File: src/rtl/tref_pkg.sv
// Package: types shared by the timing reference controller.
// Assumes: mode encoding below is visible at the top-level mode output.
package tref_pkg;

    localparam int CODE_W = 4;

    typedef enum logic [2:0] {
        TM_BUS    = 3'd0,
        TM_FREE   = 3'd1,
        TM_LINE   = 3'd2,
        TM_EXT    = 3'd3,
        TM_AUTOHO = 3'd4,
        TM_HOLD   = 3'd5
    } tmode_e;

endpackage

File: src/rtl/tref_code_decode.sv
// Module: turns the register mode field into a requested mode.
// Assumes: code bit order {MS2,MS1,BUSM,ESYNI}; undefined codes flag invalid.
module tref_code_decode
    import tref_pkg::*;
(
    input  logic [CODE_W-1:0] code,
    output logic              valid,
    output tmode_e            req_mode
);

    // purpose: map each defined code pattern to a mode
    always_comb begin
        valid    = 1'b1;
        req_mode = TM_FREE;
        casez (code)
            4'b000?: req_mode = TM_BUS;
            4'b101?: req_mode = TM_FREE;
            4'b0010: req_mode = TM_LINE;
            4'b0011: req_mode = TM_EXT;
            4'b011?: req_mode = TM_HOLD;
            default: valid = 1'b0;
        endcase
    end

endmodule

File: src/rtl/tref_act_sync.sv
// Module: brings asynchronous activity toggles into the oscillator domain.
// Assumes: each input level lasts several clocks; STAGES >= 2.
module tref_act_sync #(
    parameter int N      = 5,
    parameter int STAGES = 2
) (
    input  logic         clk,
    input  logic         rst_n,
    input  logic [N-1:0] act_in,
    output logic [N-1:0] act_cur,
    output logic [N-1:0] act_prev
);

    for (genvar gi = 0; gi < N; gi++) begin : g_chain
        logic [STAGES:0] sh_q;

        // purpose: shift the raw toggle through the synchronizer and one delay
        always_ff @(posedge clk) begin
            if (!rst_n) sh_q <= '0;
            else        sh_q <= {sh_q[STAGES-1:0], act_in[gi]};
        end

        assign act_cur[gi]  = sh_q[STAGES-1];
        assign act_prev[gi] = sh_q[STAGES];
    end

endmodule

File: src/rtl/tref_ref_monitor.sv
// Module: watches the selected reference for loss and for recovery.
// Assumes: idx selects one of N synchronized toggles; in_ho marks auto-holdover.
module tref_ref_monitor #(
    parameter int N        = 5,
    parameter int IDX_W    = 3,
    parameter int LOSS_LIM = 256,
    parameter int GOOD_LIM = 16
) (
    input  logic             clk,
    input  logic             rst_n,
    input  logic             run,
    input  logic             in_ho,
    input  logic [IDX_W-1:0] idx,
    input  logic [N-1:0]     act_cur,
    input  logic [N-1:0]     act_prev,
    output logic             loss,
    output logic             recovered
);

    localparam int QW = $clog2(LOSS_LIM + 1);
    localparam int GW = $clog2(GOOD_LIM + 1);

    logic [QW-1:0]    quiet_q;
    logic [GW-1:0]    good_q;
    logic [IDX_W-1:0] idx_q;
    logic             idx_chg;
    logic             sel_cur;
    logic             sel_prev;
    logic             sel_edge;
    logic             sel_rise;

    // purpose: pick the monitored toggle and find its edges
    always_comb begin
        sel_cur  = act_cur[idx];
        sel_prev = act_prev[idx];
        sel_edge = sel_cur ^ sel_prev;
        sel_rise = sel_cur & ~sel_prev;
        idx_chg  = (idx != idx_q);
    end

    // purpose: remember the index to spot a switch of reference
    always_ff @(posedge clk) begin
        if (!rst_n) idx_q <= '0;
        else        idx_q <= idx;
    end

    // purpose: count quiet clocks since the last edge, saturating at the limit
    always_ff @(posedge clk) begin
        if (!rst_n)                          quiet_q <= '0;
        else if (!run || idx_chg || sel_edge) quiet_q <= '0;
        else if (quiet_q != QW'(LOSS_LIM))   quiet_q <= quiet_q + 1'b1;
    end

    assign loss = run && !idx_chg && (quiet_q == QW'(LOSS_LIM));

    // purpose: count good periods while in auto-holdover
    always_ff @(posedge clk) begin
        if (!rst_n)                                     good_q <= '0;
        else if (!in_ho || loss)                        good_q <= '0;
        else if (sel_rise && good_q != GW'(GOOD_LIM-1)) good_q <= good_q + 1'b1;
    end

    assign recovered = in_ho && !loss && sel_rise && (good_q == GW'(GOOD_LIM-1));

    // loss only appears after a clock with no edge on the selected toggle
    p_loss_quiet_r7: assert property (@(posedge clk) disable iff (!rst_n)
        $rose(loss) |-> $past(!sel_edge));

    // the good-period count never exceeds its terminal value
    p_good_bound_r8: assert property (@(posedge clk) disable iff (!rst_n)
        good_q < GW'(GOOD_LIM));

endmodule

File: src/rtl/tref_mode_fsm.sv
// Module: holds the current timing mode, the frozen reference and the flag.
// Assumes: requested mode decoded upstream; loss/recovered from the monitor.
module tref_mode_fsm
    import tref_pkg::*;
#(
    parameter int NRX   = 4,
    parameter int LIDX_W = 2,
    parameter int MON_W = 3
) (
    input  logic              clk,
    input  logic              rst_n,
    input  logic              dec_valid,
    input  tmode_e            dec_mode,
    input  logic [LIDX_W-1:0] line_idx,
    input  logic              loss,
    input  logic              recovered,
    output tmode_e            mode_q,
    output logic [MON_W-1:0]  ref_q,
    output logic              hold_q
);

    tmode_e nxt;
    tmode_e sync_q;
    logic   in_sync;

    assign in_sync = (mode_q == TM_LINE) || (mode_q == TM_EXT);

    // purpose: next-mode rules for requests, loss and recovery
    always_comb begin
        nxt = mode_q;
        if (dec_valid) begin
            case (dec_mode)
                TM_BUS, TM_FREE: nxt = dec_mode;
                TM_HOLD: begin
                    if (in_sync || mode_q == TM_AUTOHO) nxt = TM_HOLD;
                end
                TM_LINE, TM_EXT: begin
                    if (!(mode_q == TM_AUTOHO && dec_mode == sync_q)) nxt = dec_mode;
                end
                default: nxt = mode_q;
            endcase
        end
        if (in_sync && nxt == mode_q && loss) nxt = TM_AUTOHO;
        if (mode_q == TM_AUTOHO && nxt == TM_AUTOHO && recovered) nxt = sync_q;
    end

    // purpose: register mode, last sync mode and the holdover flag
    always_ff @(posedge clk) begin
        if (!rst_n) begin
            mode_q <= TM_FREE;
            sync_q <= TM_LINE;
            hold_q <= 1'b0;
        end else begin
            mode_q <= nxt;
            if (nxt == TM_LINE || nxt == TM_EXT) sync_q <= nxt;
            hold_q <= (nxt == TM_AUTOHO) || (nxt == TM_HOLD);
        end
    end

    // purpose: load the monitored index in sync modes, freeze it otherwise
    always_ff @(posedge clk) begin
        if (!rst_n)              ref_q <= '0;
        else if (nxt == TM_LINE) ref_q <= MON_W'(line_idx);
        else if (nxt == TM_EXT)  ref_q <= MON_W'(NRX);
    end

    // manual holdover is entered only from a sync mode or auto-holdover
    p_hold_entry_r5: assert property (@(posedge clk) disable iff (!rst_n)
        (mode_q == TM_HOLD && $past(mode_q) != TM_HOLD) |->
        ($past(mode_q) == TM_LINE || $past(mode_q) == TM_EXT || $past(mode_q) == TM_AUTOHO));

    // auto-holdover is entered only from line or external sync
    p_autoho_entry_r7: assert property (@(posedge clk) disable iff (!rst_n)
        (mode_q == TM_AUTOHO && $past(mode_q) != TM_AUTOHO) |->
        ($past(mode_q) == TM_LINE || $past(mode_q) == TM_EXT));

    // the registered flag agrees with the registered mode
    p_ho_flag_r6: assert property (@(posedge clk) disable iff (!rst_n)
        hold_q == (mode_q == TM_AUTOHO || mode_q == TM_HOLD));

    // the reference stays frozen while holdover persists
    p_ref_frozen_r6: assert property (@(posedge clk) disable iff (!rst_n)
        (mode_q == TM_HOLD && $past(mode_q) == TM_HOLD) |-> $stable(ref_q));

endmodule

File: src/rtl/tref_ctrl.sv
// Module: top of the timing reference mode controller.
// Assumes: clk is the local oscillator; activity inputs are asynchronous toggles.
module tref_ctrl
    import tref_pkg::*;
#(
    parameter int NRX      = 4,
    parameter int LOSS_LIM = 256,
    parameter int GOOD_LIM = 16,
    parameter int STAGES   = 2
) (
    input  logic                    clk,
    input  logic                    rst_n,
    input  logic [CODE_W-1:0]       mode_code,
    input  logic [$clog2(NRX)-1:0]  line_idx,
    input  logic                    is_e1,
    input  logic                    rlbk,
    input  logic [NRX-1:0]          rx_act,
    input  logic                    esyn_act,
    output logic [2:0]              mode_o,
    output logic [$clog2(NRX+3)-1:0] ref_sel,
    output logic                    holdover_o,
    output logic                    ja_en,
    output logic                    bp_bypass
);

    localparam int LIDX_W = $clog2(NRX);
    localparam int NMON   = NRX + 1;
    localparam int MON_W  = $clog2(NMON);
    localparam int REF_W  = $clog2(NRX + 3);

    logic             dec_valid;
    tmode_e           dec_mode;
    tmode_e           mode_q;
    logic [MON_W-1:0] ref_q;
    logic [NMON-1:0]  act_cur;
    logic [NMON-1:0]  act_prev;
    logic             loss;
    logic             recovered;
    logic             mon_run;

    tref_code_decode u_dec (
        .code     (mode_code),
        .valid    (dec_valid),
        .req_mode (dec_mode)
    );

    tref_act_sync #(.N(NMON), .STAGES(STAGES)) u_sync (
        .clk      (clk),
        .rst_n    (rst_n),
        .act_in   ({esyn_act, rx_act}),
        .act_cur  (act_cur),
        .act_prev (act_prev)
    );

    assign mon_run = (mode_q == TM_LINE) || (mode_q == TM_EXT) || (mode_q == TM_AUTOHO);

    tref_ref_monitor #(
        .N        (NMON),
        .IDX_W    (MON_W),
        .LOSS_LIM (LOSS_LIM),
        .GOOD_LIM (GOOD_LIM)
    ) u_mon (
        .clk       (clk),
        .rst_n     (rst_n),
        .run       (mon_run),
        .in_ho     (mode_q == TM_AUTOHO),
        .idx       (ref_q),
        .act_cur   (act_cur),
        .act_prev  (act_prev),
        .loss      (loss),
        .recovered (recovered)
    );

    tref_mode_fsm #(.NRX(NRX), .LIDX_W(LIDX_W), .MON_W(MON_W)) u_fsm (
        .clk       (clk),
        .rst_n     (rst_n),
        .dec_valid (dec_valid),
        .dec_mode  (dec_mode),
        .line_idx  (line_idx),
        .loss      (loss),
        .recovered (recovered),
        .mode_q    (mode_q),
        .ref_q     (ref_q),
        .hold_q    (holdover_o)
    );

    // purpose: translate mode and frozen index into the reference selector
    always_comb begin
        case (mode_q)
            TM_BUS:  ref_sel = '0;
            TM_FREE: ref_sel = REF_W'(1);
            default: ref_sel = (ref_q == MON_W'(NRX)) ? REF_W'(NRX + 2)
                                                       : REF_W'(ref_q) + REF_W'(2);
        endcase
    end

    // purpose: jitter attenuator and backplane filter controls from the mode
    always_comb begin
        mode_o    = mode_q;
        bp_bypass = (mode_q == TM_BUS);
        ja_en     = rlbk || ((mode_q == TM_BUS) && is_e1);
    end

    // free-run always selects the local oscillator
    p_free_osc_r4: assert property (@(posedge clk) disable iff (!rst_n)
        (mode_o == 3'd1) |-> (ref_sel == REF_W'(1)));

    // the filter bypass never coexists with a non-bus mode
    p_bypass_bus_r10: assert property (@(posedge clk) disable iff (!rst_n)
        bp_bypass |-> (mode_o == 3'd0));

    // E1 bus sync always has the attenuator enabled
    p_ja_e1_bus_r9: assert property (@(posedge clk) disable iff (!rst_n)
        (mode_o == 3'd0 && is_e1) |-> ja_en);

endmodule

File: config.mk
export PLATFORM = sky130hd
export DESIGN_NAME = tref_ctrl
export DESIGN_NICKNAME = d
export VERILOG_FILES = /design/src/rtl/tref_pkg.sv /design/src/rtl/tref_code_decode.sv /design/src/rtl/tref_act_sync.sv /design/src/rtl/tref_ref_monitor.sv /design/src/rtl/tref_mode_fsm.sv /design/src/rtl/tref_ctrl.sv
export SDC_FILE = /design/constraint.sdc
export NUM_CORES = 1
export LEC_CHECK = 0
export ABC_AREA = 0
export BUFFER_PORTS_ARGS = -buffer_cell sky130_fd_sc_hd__clkbuf_2
export CORE_ASPECT_RATIO = 0.75
export CORE_MARGIN = 2
export CORE_UTILIZATION = 52
export CTS_CLUSTER_SIZE = 25
export DETAILED_ROUTE_END_ITERATION = 16
export GPL_TIMING_DRIVEN = 0
export PLACE_DENSITY = 0.72
export REMOVE_ABC_BUFFERS = 1
export SLEW_MARGIN = 20
export SYNTH_ARGS = -nofsm -noshare
export SYNTH_HDL_FRONTEND = slang
export SYNTH_SLANG_ARGS = --single-unit
export TNS_END_PERCENT = 10
File: constraint.sdc
create_clock -name clk -period 2.95 [get_ports clk]
set_input_delay 0.59 -clock clk [delete_from_list [all_inputs] [get_ports clk]]
set_output_delay 0.59 -clock clk [all_outputs]
set_load 0.03 [all_outputs]
==> metrics.md, run 1 <==
| Metric | Value |
|---|---|
| Status | `completed` |
| GRT overflow | `0` |
| CP Capture Type | `flip-flop` |
| Leakage | `0.000889 uW` |
| Area Growth Syn to Fin | `10.1%` |
| Clock skew | `slightly below 6 ps` |
| Setup Buffers After CTS | `0` |
| Final Max Slew Viols | `0` |
| Post-synth EDFFs | `0` |
| Largest cells by area after synthesis | `dfxtp_1 (40%), and2_1 (5.7%), xor2_1 (3.8%), nor2_1 (3.6%), o21ai_0 (3.1%)` |
| Count leader, synth | `dfxtp_1` |
| R2R cell count | `10` |
| Detail Route Antenna Nets | `0` |
| Worst reg2reg path endpoint | `u_fsm.ref_q[1]` |
| Worst slew margin | `48.4%` |
| Worst Path Max Fanout | `10` |
| Routability Congestion | `0.760` |
| Die area | `around 4500 um^2` |
| # resized after CTS | `0` |
| CTS tree | `done` |
| Sum Neg Setup Slack | `0 ps` |
| Routed length per instance | `about 13 um` |
| DP Wirelength | `~2600 um` |
| Vias | `1530` |
| Clk pwr share | `34.7%` |
| Area leader, netlist | `dfxtp_1` |
| Unrepaired setup endpoints after global routing | `no` |
| Async SR Flop Fraction | `0%` |
| Core area | `3760 um^2` |
| Multi-input gate area | `around 1200 um^2` |
| HP Class | `reg -> reg` |
| Root buf cell | `clkbuf_8` |
| Number of antenna violations at the first check in global routing | `0` |
| Avg Inst Size Synth | `roughly 9.4 um^2` |
| Minimum clock period | `2520 ps` |
| Post-synthesis sequential area ratio | `40.4%` |
| Nets | `259` |
| CP required | `3150 ps` |
| Commonest cells in the netlist | `dfxtp_1 (42), nor2_1 (20), and2_1 (19)` |
| Initial DRC Count | `100` |
| Most used DFF post-synth | `dfxtp_1` |
| Hold endpoint | `u_sync.g_chain[2].sh_q[1]` |
| Pwr dens | `479 nW/um^2` |
| CTS Buf Count | `5` |
| Net Sw Frac | `27.1%` |
| Clock Path Buffers | `2` |
| Synth Instances | `221` |
| Hold WS | `438 ps` |
| Cell repeated most along the worst path | `o21ai_0` |
| Die H | `58.8 um` |
| Reg-to-reg critical path startpoint | `u_fsm.ref_q[2]` |
| Yosys warns | `0` |
| Synthesized cell area | `2080 um^2` |
| Kind of critical path | `reg -> reg` |
| CP max stage delay | `570 ps` |
| Synth unique cells | `51` |
| Cts-stage hold buffer count | `0` |
| Layout cell share with drive strength beyond 1 | `18.8%` |
| Max cap viols | `0` |
| Sequential Power Share | `54.6%` |
| Row count | `19` |
| Hold Path Origin | `u_sync.g_chain[2].sh_q[0]` |
| Skew-Pair Late Insertion Delay | `around 300 ps` |
| Detail-routed via count per cell | `5.24` |
| CP arrival | `2720 ps` |
| Seq cells post-synth | `42` |
| Final hold vios | `0` |
| Vias in the first global route | `1406` |
| DRT Pass-1 Iters | `4` |
| Fin crit share | `85.3%` |
| ANT cells | `0` |
| Tot GR Track Use | `19.0%` |
| Initial Util | `55.4%` |
| Sinks on Clock Net | `42` |
| FF+latch area | `841 um^2` |
| Clock transition at path regs | `80 ps` |
| IO buf count | `23` |
| I/O Pins | `24` |
| Worst Tran Pin Value | `slightly below 800 ps` |
| Worst R2R Setup Slack | `430 ps` |
| Final Routed Wirelength | `~3700 um` |
| Achievable Freq | `397 MHz` |
| Post-DP Area | `roughly 2200 um^2` |
| Die width | `77.0 um` |
| Slowest CP cell | `dfxtp_1` |
| Setup violations, final | `0` |
| Maximum vdd drop | `around 0.33 mV` |
| Fillers | `roughly 360` |
| Finished Cell Area | `2290 um^2` |
| DRC viols | `0` |
| First-pass GRT wire length | `around 6600 um` |
| Pint | `~800 uW` |
| Largest net degree at the start of global routing | `30` |
| Psw | `298 uW` |
| Worst path cell trace | `mux2i_1 -> o21ai_0 -> o21ai_0 -> ha_1 -> nand3_1 -> a21oi_1 -> nand2_1 -> a221oi_4 -> nor3b_1 -> a41o_1` |
| H-tree Lvls | `2` |
| Startpoint types | `flip-flop` |
| Hold Path Stages | `1` |
| Yosys top cell area share | `between 40% and 50%` |
| Logic pwr share | `10.7%` |
==> metrics by stage <==
step / std cells / util, % / power [uW] / setup WS (ps)
after global routing: 292 / 61.0 / 1150 / 154
after CTS: 292 / 61.0 / 1110 / 445
final: 292 / 61.0 / 1100 / 433
after floorplan: 209 / - / 688 / 584
after detailed placement: 284 / 58.5 / 730 / 201
after global placement: 284 / 58.5 / 726 / 243
==> critical path, delay by kind of cell, from the launching register on <==
family          cells  cell delay, ps
compound gates      5            1090
fa+ha+maj           1             200
flops               1             570
mux                 1             230
simple gates        3             320
==> cell usage in the layout (no fill, tap or decap), types with 2 or more instances in the layout <==
master / instances
xor2_1: 9
clkbuf_8: 5
o21ai_0: 13
nor2_1: 20
o31ai_1: 2
o21a_1: 2
clkbuf_2: 23
inv_1: 6
and2_1: 19
nor2b_1: 7
nand4_1: 2
nand2b_1: 2
ha_1: 5
xnor2_1: 5
a21oi_1: 7
clkinvlp_4: 2
or3_1: 2
nand3b_1: 5
a41o_1: 2
mux2i_1: 6
nor3b_1: 2
a31oi_1: 3
nor3_1: 3
nand3_1: 9
and3_1: 2
nand2_1: 10
dfxtp_1: 42
==> how the worst max path moves through the flow <==
stage,startpoint,endpoint,slack [ps],depth (start not counted)
2_1_floorplan,u_fsm.mode_q[1],u_fsm.ref_q[0],580,7
3_3_place_gp,mode_code[2],u_fsm.ref_q[1],240,8
3_5_place_dp,mode_code[2],u_fsm.ref_q[1],200,8
4_1_cts,u_fsm.ref_q[2],u_fsm.ref_q[1],440,10
5_1_grt,u_fsm.ref_q[0],u_fsm.ref_q[0],150,10
6_report,u_fsm.ref_q[2],u_fsm.ref_q[1],430,10
==> cell type report <==
cell class,instances,area share [%]
repair buffers,23,5.03
well taps,52,2.84
clock inverters,3,1.04
clock buffers,5,3.01
multi-input cells,161,50.4
flip-flops and latches,42,36.7
inverters,6,0.984
==> per-layer routing <==
layer  track usage [%]  vias up  part of all wire, %
li1                  -      807                    -
met1              26.9      669                   51
met2              27.9       47                   41
met3              5.06        7                  6.8
met4              7.65        0                  1.6
met5                 0        -                    0
==> power groups by stage <==
stage / logic [uW] / clock network (uW) / registers [uW]
2_1_floorplan: 77.5 / 0 / 610
3_3_place_gp: 115 / 0 / 612
3_5_place_dp: 118 / 0 / 612
4_1_cts: 118 / 394 / 599
5_1_grt: 131 / 415 / 601
6_report: 118 / 381 / 599
==> state kept, by name, summed over array words and instances (netlist names) <==
signal and flops:
u_mon.idx_q 3, u_fsm.hold_q 1, u_fsm.ref_q 3, u_fsm.mode_q 3
u_mon.good_q 5, u_mon.quiet_q 9, u_fsm.sync_q 3, u_sync.g_chain.sh_q 15
==> logic make-up (layout without fill, tap and decap cells) <==
| family | count (synthesis) | in the layout | share of synthesized area, % |
|---|---|---|---|
| simple gates | 95 | 95 | 29.2 |
| flops | 42 | 42 | 40.4 |
| compound gates | 40 | 40 | 13.9 |
| buf+inv | 18 | 37 | 4.09 |
| xor+xnor | 14 | 14 | 5.90 |
| mux | 7 | 7 | 3.43 |
| fa+ha+maj | 5 | 5 | 3.01 |
(Power assumes the default switching activity.)
==> inputs of run 2 (changes only) <==
Settings changed: SYNTH_HIERARCHICAL from default to 1.
Clock period 2.95 ns to 2.55 ns, I/O delays scaled along.
==> metrics.md, run 2 <==
| Metric | Value |
|---|---|
| Final Routed Wirelength | `3880 um (was 3730 um)` |
| Clock skew | `8.69 ps (was 5.91 ps)` |
| Routability Congestion | `0.874 (was 0.760)` |
| DP Wirelength | `2910 um (was 2640 um)` |
| Synth Instances | `237 (was 221)` |
| Seq cells post-synth | `42 (unchanged)` |
| CP required | `2760 ps (was 3150 ps)` |
| Worst R2R Setup Slack | `180 ps (was 430 ps)` |
| Beginning of the critical path | `u_fsm/ref_q[2] (was u_fsm.ref_q[2])` |
| Area Growth Syn to Fin | `6.94% (was 10.1%)` |
| Avg Inst Size Synth | `9.82 um^2 (was 9.41 um^2)` |
| Clock Path Buffers | `2 (unchanged)` |
| Core area | `4390 um^2 (was 3760 um^2)` |
| Detail Route Antenna Nets | `0 (unchanged)` |
| Detail-routed via count per cell | `5.23 (was 5.24)` |
| Fillers | `380 (was 363)` |
| Worst Tran Pin Value | `417 ps (was 773 ps)` |
| IO buf count | `23 (unchanged)` |
| Commonest non-fill, non-tap cell in the layout | `dfxtp_1 (unchanged)` |
| Worst Path Max Fanout | `10 (unchanged)` |
| Top reg by flops | `u_sync/g_chain.sh_q (was u_sync.g_chain.sh_q)` |
| Tot GR Track Use | `16.4% (was 19.0%)` |
| GRT overflow | `0 (unchanged)` |
| Minimum clock period | `2370 ps (was 2520 ps)` |
| Async SR Flop Fraction | `0% (unchanged)` |
| ANT cells | `0 (unchanged)` |
| Yosys top cell area share | `36.1% (was 40.4%)` |
| Most used DFF post-synth | `dfxtp_1 (unchanged)` |
| Max cap viols | `0 (unchanged)` |
| Layout cell share with drive strength beyond 1 | `33.3% (was 18.8%)` |
| Skew-Pair Late Insertion Delay | `290 ps (was 300 ps)` |
| CTS Buf Count | `5 (unchanged)` |
| Sinks on Clock Net | `42 (unchanged)` |
| Largest net degree at the start of global routing | `29 (was 30)` |
| Maximum vdd drop | `0.501 mV (was 0.331 mV)` |
| Setup ws final | `177 ps (was 433 ps)` |
| Routed length per instance | `12.6 um (was 12.8 um)` |
| Clock transition at path regs | `80 ps (about the same)` |
| Worst setup path endpoint | `u_fsm/sync_q[0] (was u_fsm.ref_q[1])` |
| R2R cell count | `11 (was 10)` |
| Row count | `21 (was 19)` |
| CP Capture Type | `flip-flop (unchanged)` |
| First-pass GRT wire length | `6300 um (was 6580 um)` |
| Fin crit share | `93.0% (was 85.3%)` |
| Die width | `81.3 um (was 77.0 um)` |
| Post-synthesis sequential area ratio | `36.1% (was 40.4%)` |
| DRT Pass-1 Iters | `4 (unchanged)` |
| Largest cells by area after synthesis | `dfxtp_1 (36%), and2_2 (3.9%), xnor2_1 (3.8%), buf_4 (3.5%), mux2i_1 (3.0%) (was dfxtp_1 (40%), and2_1 (5.7%), xor2_1 (3.8%), nor2_1 (3.6%), o21ai_0 (3.1%))` |
| Initial DRC Count | `116 (was 100)` |
| CP arrival | `2590 ps (was 2720 ps)` |
| Hold WS | `417 ps (was 438 ps)` |
| Setup Slack @ Placement | `-41.2 ps (was 201 ps)` |
| Die area | `5030 um^2 (was 4530 um^2)` |
| Pwr dens | `506 nW/um^2 (was 479 nW/um^2)` |
| Achievable Freq | `421 MHz (was 397 MHz)` |
| Final hold vios | `0 (unchanged)` |
| Worst slew margin | `72.1% (was 48.4%)` |
| Startpoint types | `flip-flop (unchanged)` |
| Post-synth EDFFs | `0 (unchanged)` |
| Kind of critical path | `reg -> reg (unchanged)` |
| CTS tree | `done (unchanged)` |
| Synth unique cells | `62 (was 51)` |
| HP Class | `in -> reg (was reg -> reg)` |
| Count leader, synth | `dfxtp_1 (unchanged)` |
| Worst reg2reg path endpoint | `u_fsm/sync_q[0] (was u_fsm.ref_q[1])` |
| Synthesized cell area | `2330 um^2 (was 2080 um^2)` |
| Biggest regs | `u_sync/g_chain.sh_q (15), u_mon/quiet_q (9), u_mon/good_q (5) (was u_sync.g_chain.sh_q (15), u_mon.quiet_q (9), u_mon.good_q (5))` |
| Number of antenna violations at the first check in global routing | `0 (unchanged)` |
| Nets | `271 (was 259)` |
| Status | `completed (unchanged)` |
| Final Max Slew Viols | `0 (unchanged)` |
| Reg-to-reg critical path startpoint | `u_fsm/ref_q[2] (was u_fsm.ref_q[2])` |
| Highest-count cells in the layout ignoring fill and taps | `dfxtp_1 (38), clkbuf_2 (23), nor2_1 (17) (was dfxtp_1 (42), clkbuf_2 (23), nor2_1 (20))` |
| Vias | `1616 (was 1530)` |
| Leakage | `0.000928 uW (was 0.000889 uW)` |
| Commonest cells in the netlist | `dfxtp_1 (42), nor2_1 (18), and2_2 (12) (was dfxtp_1 (42), nor2_1 (20), and2_1 (19))` |
| Setup violations, final | `0 (unchanged)` |
| Hold Path Stages | `2 (was 1)` |
| Vias in the first global route | `1381 (was 1406)` |
| I/O Pins | `24 (unchanged)` |
| Max reg flops | `15 (unchanged)` |
| DRC viols | `0 (unchanged)` |
| Die H | `61.9 um (was 58.8 um)` |
| Yosys warns | `6 (was 0)` |
| Root buf cell | `clkbuf_8 (unchanged)` |
| H-tree Lvls | `2 (unchanged)` |
| Area leader, netlist | `dfxtp_1 (unchanged)` |
| Initial Util | `53.0% (was 55.4%)` |
## run 2: changes by cell type after synthesis, sizes merged, moves of 3 or more
cell / before / now
and3: 3 / 6
buf: 8 / 16
clkbuf: 4 / 1
inv: 6 / 9
nor2b: 7 / 4
o21ai: 13 / 7
xnor2: 5 / 12
xor2: 9 / 5
## run 2: cell type report
class                           count  area [um^2]  share of cell area, %
Clock buffer                        5         68.8                   2.77
Clock inverter                      3         23.8                  0.955
Inverter                            9         33.8                   1.36
Multi-Input combinational cell    169         1320                   52.8
Sequential cell                    42          853                   34.3
Tap cell                           57         71.3                   2.87
Timing Repair Buffer               24          123                   4.93
## run 2: worst min path at each step
stage	start	end	slack, ps
floorplan	u_sync/g_chain[1].sh_q[0]	u_sync/g_chain[1].sh_q[1]	410
global placement	u_sync/g_chain[1].sh_q[0]	u_sync/g_chain[1].sh_q[1]	420
detailed placement	u_sync/g_chain[2].sh_q[0]	u_sync/g_chain[2].sh_q[1]	430
CTS	rx_act[1]	u_sync/g_chain[1].sh_q[0]	410
global route	rx_act[1]	u_sync/g_chain[1].sh_q[0]	420
finish	rx_act[1]	u_sync/g_chain[1].sh_q[0]	420
## run 2: through the flow
stage	cell area, um^2	instances	TNS, ps	power [uW]	util (%)
finish	2490	309	0	1260	56.7
global route	2490	309	-6.00	1330	56.7
CTS	2470	308	0	1280	56.2
detailed placement	2370	300	-45.2	847	54.0
global placement	2370	300	-23.2	844	54.0
floorplan	2180	220	0	803	-
## run 2: worst max-delay path, stage by stage (launching register included)
cell      delay (ps)
dfxtp_4          430
mux2i_1          190
o21ai_0           80
o21ai_0          170
ha_1             200
nand3_1           70
nor2_1           100
nand4b_1         220
nor2_2           170
nand3_1          160
o21a_1           260
a221oi_2         260
## run 2: power breakdown
| part | internal (uW) | switching (uW) |
|---|---|---|
| Clock | 196 | 236 |
| Combinational | 59.3 | 86.1 |
| Sequential | 668 | 14.8 |
## run 2: repair_timing
item | 4_1_cts | 5_1_grt
buffers inserted | 0 | 1
hold buffers | 0 | 0
setup endpoints to repair | 2 | 6
resized for setup | 2 | 8
pin swaps | 0 | 1
## run 2: cells by family (layout without fill, tap and decap cells)
kind of cell | Yosys count | in the layout | share of synthesized area, %
multiplexers | 8 | 8 | 3.66
AO/OA/AOI/OAI | 39 | 39 | 15.1
AND/OR/NAND/NOR | 99 | 99 | 27.4
XOR/XNOR | 17 | 17 | 7.04
buffers and inverters | 26 | 41 | 7.58
adder cells (fa/ha/maj) | 6 | 6 | 3.17
flip-flops | 42 | 42 | 36.1
## run 2: per-layer routing
| metal | part of all wire [%] | GRT usage, % |
|---|---|---|
| met2 | 45 | 25.1 |
| met3 | 3.8 | 4.48 |
| met4 | 0.49 | 3.63 |
| met5 | 0 | 0 |
| met1 | 50 | 23.4 |
